<file path="config.mk">
export PLATFORM = sky130hd
export DESIGN_NAME = ratio_load_port
export DESIGN_NICKNAME = d
export VERILOG_FILES = /design/src/rtl/ratio_load_pkg.sv /design/src/rtl/wire_sync.sv /design/src/rtl/frame_shifter.sv /design/src/rtl/hold_latch.sv /design/src/rtl/ratio_load_port.sv
export SDC_FILE = /design/constraint.sdc
export NUM_CORES = 1
export LEC_CHECK = 0
export BUFFER_PORTS_ARGS = -buffer_cell sky130_fd_sc_hd__buf_4
export CAP_MARGIN = 15
export CORE_MARGIN = 10
export CORE_UTILIZATION = 44
export CTS_CLUSTER_SIZE = 14
export DETAILED_ROUTE_END_ITERATION = 7
export HOLD_SLACK_MARGIN = 0.08
export PLACE_DENSITY = 0.69
export RECOVER_POWER = 25
export SLEW_MARGIN = 20
export SYNTH_ARGS = -nofsm -noshare
export SYNTH_HDL_FRONTEND = slang
export SYNTH_HIERARCHICAL = 1
export SYNTH_SLANG_ARGS = --single-unit
</file>
<file path="constraint.sdc">
create_clock -name clk -period 1.65 [get_ports clk]
set_clock_uncertainty 0.05 [all_clocks]
set_input_delay 0 -clock clk [delete_from_list [all_inputs] [get_ports clk]]
set_output_delay 0 -clock clk [all_outputs]
set_load 0.005 [all_outputs]
</file>
<file path="src/rtl/ratio_load_pkg.sv">
package ratio_load_pkg;
  localparam int A_BITS = 6;
  localparam int N_BITS = 12;
  localparam int R_BITS = 14;
  localparam int MAIN_BITS = A_BITS + N_BITS;
  localparam int PAY_BITS = (MAIN_BITS > R_BITS) ? MAIN_BITS : R_BITS;
  localparam int FRAME_BITS = PAY_BITS + 1;

  typedef enum logic {
    SEL_MAIN = 1'b0,
    SEL_REF  = 1'b1
  } latch_sel_e;
endpackage

</file>
<file path="src/rtl/wire_sync.sv">
module wire_sync #(
  parameter int WIDTH  = 3,
  parameter int STAGES = 2
) (
  input  logic             clk,
  input  logic             rst,
  input  logic [WIDTH-1:0] din,
  output logic [WIDTH-1:0] dout
);
  logic [STAGES-1:0] chain [WIDTH];

  for (genvar w = 0; w < WIDTH; w++) begin : g_bit
    always_ff @(posedge clk) begin
      if (rst) chain[w] <= '0;
      else     chain[w] <= {chain[w][STAGES-2:0], din[w]};
    end
    assign dout[w] = chain[w][STAGES-1];
  end
endmodule

</file>
<file path="src/rtl/frame_shifter.sv">
module frame_shifter #(
  parameter int FRAME_W = 19
) (
  input  logic               clk,
  input  logic               rst,
  input  logic               sclk_s,
  input  logic               sdat_s,
  output logic [FRAME_W-1:0] frame,
  output logic               shift_en
);
  logic sclk_d;

  always_ff @(posedge clk) begin
    if (rst) sclk_d <= 1'b0;
    else     sclk_d <= sclk_s;
  end

  assign shift_en = sclk_s & ~sclk_d;

  always_ff @(posedge clk) begin
    if (rst)           frame <= '0;
    else if (shift_en) frame <= {sdat_s, frame[FRAME_W-1:1]};
  end

  AST_FRAME_STILL: assert property (@(posedge clk) disable iff (rst)
    !shift_en |=> $stable(frame));
endmodule

</file>
<file path="src/rtl/hold_latch.sv">
module hold_latch #(
  parameter int WIDTH = 14
) (
  input  logic             clk,
  input  logic             rst,
  input  logic             en,
  input  logic [WIDTH-1:0] d,
  output logic [WIDTH-1:0] q,
  output logic             valid,
  output logic             stb
);
  logic en_d;

  always_ff @(posedge clk) begin
    if (rst) begin
      q     <= '0;
      valid <= 1'b0;
      stb   <= 1'b0;
      en_d  <= 1'b0;
    end else begin
      en_d <= en;
      stb  <= en & ~en_d;
      if (en) begin
        q     <= d;
        valid <= 1'b1;
      end
    end
  end

  AST_HOLD_CLOSED: assert property (@(posedge clk) disable iff (rst)
    !en |=> $stable(q));
  AST_VALID_STICKY: assert property (@(posedge clk) disable iff (rst)
    valid |=> valid);
  AST_STROBE_SINGLE: assert property (@(posedge clk) disable iff (rst)
    stb |=> !stb);
  AST_RESET_CLEAR: assert property (@(posedge clk)
    rst |=> (q == '0 && !valid && !stb));
endmodule

</file>
<file path="src/rtl/ratio_load_port.sv">
module ratio_load_port
  import ratio_load_pkg::*;
#(
  parameter int SYNC_STAGES = 2
) (
  input  logic              clk,
  input  logic              rst,
  input  logic              ser_clk,
  input  logic              ser_dat,
  input  logic              ser_le,
  output logic [R_BITS-1:0] ref_ratio,
  output logic [A_BITS-1:0] swallow_cnt,
  output logic [N_BITS-1:0] prog_cnt,
  output logic              ref_valid,
  output logic              main_valid,
  output logic              ref_load,
  output logic              main_load
);
  logic [2:0]            wires_s;
  logic [FRAME_BITS-1:0] frame;
  logic                  shift_en;
  latch_sel_e            sel;
  logic                  ref_en, main_en;
  logic [MAIN_BITS-1:0]  main_q;

  wire_sync #(.WIDTH(3), .STAGES(SYNC_STAGES)) u_sync (
    .clk (clk),
    .rst (rst),
    .din ({ser_le, ser_dat, ser_clk}),
    .dout(wires_s)
  );

  frame_shifter #(.FRAME_W(FRAME_BITS)) u_shift (
    .clk     (clk),
    .rst     (rst),
    .sclk_s  (wires_s[0]),
    .sdat_s  (wires_s[1]),
    .frame   (frame),
    .shift_en(shift_en)
  );

  assign sel     = latch_sel_e'(frame[FRAME_BITS-1]);
  assign ref_en  = wires_s[2] & (sel == SEL_REF);
  assign main_en = wires_s[2] & (sel == SEL_MAIN);

  hold_latch #(.WIDTH(R_BITS)) u_ref (
    .clk  (clk),
    .rst  (rst),
    .en   (ref_en),
    .d    (frame[R_BITS-1:0]),
    .q    (ref_ratio),
    .valid(ref_valid),
    .stb  (ref_load)
  );

  hold_latch #(.WIDTH(MAIN_BITS)) u_main (
    .clk  (clk),
    .rst  (rst),
    .en   (main_en),
    .d    (frame[MAIN_BITS-1:0]),
    .q    (main_q),
    .valid(main_valid),
    .stb  (main_load)
  );

  assign swallow_cnt = main_q[A_BITS-1:0];
  assign prog_cnt    = main_q[MAIN_BITS-1:A_BITS];

  AST_ONE_LATCH_OPEN: assert property (@(posedge clk) disable iff (rst)
    !(ref_load && main_load));
  AST_REF_KEEPS_ON_MAIN: assert property (@(posedge clk) disable iff (rst)
    main_en |=> $stable(ref_ratio));
  AST_MAIN_KEEPS_ON_REF: assert property (@(posedge clk) disable iff (rst)
    ref_en |=> ($stable(swallow_cnt) && $stable(prog_cnt)));
endmodule

</file>
==> impl_metrics.toml <==
[status]
status = "finished, final reports clean"

[clocking]
root_buffer = "clkbuf_8"
cts_tree = "yes"
clock_sink_count = 64
cts_htree_levels = 3
cts.clk_slew.worst_paths_ps = 60
post_cts_buffers = 0
holdBufCountCts = 6
cts.path.max_buffers = 2
insertion_delay_ps = 330
cts_buffers = 9
cts_resized = 0

[sta]
hold_viol = 0
fmax_mhz = 678
period_share = 0.894
finalSetupTns_ps = 0
report.final.slew_viol_count = 0
fin_crit_ps = 1470
rsz0062_at_grt = "no"
worst_pin_slew_ps = 532
holdWs_ps = 333
setup_viol_count_final = 0
slew_headroom = 0.645

[synth]
ys_seq_area_frac = 0.561
syn_nets = 205
syn_inst = 200
synth_warnings = 6
synthesis.area_sq_um = 2280
synth_top_area_cell = "dfxtp_1"
syn_area_per_cell_sq_um = 11.4
synthTopCellsByArea = "dfxtp_1, mux2i_1, nor2_1"
synth_top_area_share = 0.561
ys_ff_latch = 64
ys_types = 18

[setup_path]
cp_max_fo = 56
r2r-start = "u_shift/frame[18]"
rrSetupSlack_ps = 300
crit_required_ps = 1820
startpoint_type = "input pin"
endpoint_kind = "register"
critPathLaunch = "rst"
cp.arrival_ps = 1640
critical_path_class = "input pin to register"

[global_routing]
antenna_found_initial = 0
track_usage = 0.106
grt_pass1_wl_um = 7160
grt.overflow.total = 0
first_global_vias = 1508
grt_max_degree = 57

[cells_and_area]
area_growth_pct = 23.0
n_antenna_cell = 0
nNetsFinal = 252
layout_common_cells = "dfxtp_1, mux2i_1, nor2_1, clkbuf_4, nand2b_1"
final_common_cell = "dfxtp_1"
drive_gt1_frac = 0.234

[place]
post-dp-hpwl_um = 2770
gp_congestion = 0.708
portBuffers = 40

[pwr]
peakVddDrop_mv = 0.553
leakage_nw = 1.17
p_per_area_nw_per_um2 = 988

[drt]
wirelength_um = 4210
drc = 0
drt.antenna.violating_nets = 0
drtIter0Drc = 51
via_per_inst = 4.60
dr.pass1.iters = 4
wl_per_cell_um = 13.1
vias = 1481

[flow_run]
timing.max_cap.violations = 0

[floorplanning]
floorplan.rows = 26
die_x_um = 92.0
die_h_um = 92.0
die_area_sq_um = 8470
initial_utilization = 0.450
core_area_sq_um = 5070
io_pins = 41

[worst_hold_path]
hold_class = "register to register"
hold_start = "u_ref/en_d"
[routing by layer]
layer	global-route usage	up-vias	wire length [um]
li1	-	754	-
met1	0.121	692	1960
met2	0.158	31	1940
met3	0.0456	4	236
met4	0.0656	0	70
met5	0	-	0
[synth_stat cells]
library cell / instances
and2_2: 1
and2b_2: 1
and2b_4: 1
buf_12: 1
buf_2: 3
buf_4: 3
buf_6: 5
clkbuf_1: 2
dfxtp_1: 64
inv_2: 1
mux2i_1: 50
nand2b_1: 20
nand4bb_1: 1
nor2_1: 36
nor2b_1: 8
nor2b_2: 1
nor2b_4: 1
o21ai_1: 1
[cell families after synthesis]
| logic type | count (synthesis) | synth area share |
|---|---|---|
| AO/OA/AOI/OAI | 1 | 0.00219 |
| flip-flops | 64 | 0.561 |
| buffers and inverters | 15 | 0.0548 |
| multiplexers | 50 | 0.219 |
| AND/OR/NAND/NOR | 70 | 0.162 |
[final cells by class]
type	count	area (sq um)
timing repair buffer	50	399
clock buffer	16	160
inverter	1	3.75
fill	487	2270
sequential	64	1280
multi-input combinational	121	876
tap	70	87.6
[worst paths after layout]
| path | endpoint | depth (start not counted) |
|---|---|---|
| worst max-delay path | u_sync/chain[2][0] | 4 |
| worst min-delay path | u_ref/stb | 1 |
| worst max register to register | u_ref/q[8] | 3 |
| worst min register to register | u_ref/stb | 1 |
[registers in the layout (all words and copies together), names as in the netlist]
signal and flops:
u_ref/stb 1, u_main/valid 1, u_main/en_d 1, u_main/stb 1, u_ref/en_d 1, u_ref/q 14
u_main/q 18, u_shift/sclk_d 1, u_sync/chain 6, u_ref/valid 1, u_shift/frame 19
[report_power, final]
group / switching (W) / leakage [nW] / internal [W]
registers: 0.00000402 / 0.517 / 0.00156
logic: 0.0000471 / 0.577 / 0.0000521
clock network: 0.000525 / 0.0790 / 0.000591
[critical path, stage by stage]
cell and delay (ps):
dlygate4sd3_1 530, buf_4 430, nor2b_1 100, dlygate4sd3_1 570
[through the flow]
| step | total power (W) | utilization | std cells | worst slack [ps] | area [sq um] |
|---|---|---|---|---|---|
| 2_1_floorplan | 0.00166 | - | 200 | 469 | 2280 |
| 3_3_place_gp | 0.00168 | 0.511 | 300 | 353 | 2590 |
| 3_5_place_dp | 0.00168 | 0.511 | 300 | 329 | 2590 |
| 4_1_cts | 0.00281 | 0.554 | 322 | 209 | 2810 |
| 5_1_grt | 0.00288 | 0.553 | 322 | 97.4 | 2810 |
| 6_report | 0.00277 | 0.553 | 322 | 175 | 2810 |
No activity file was read; power rests on OpenSTA's default activity.
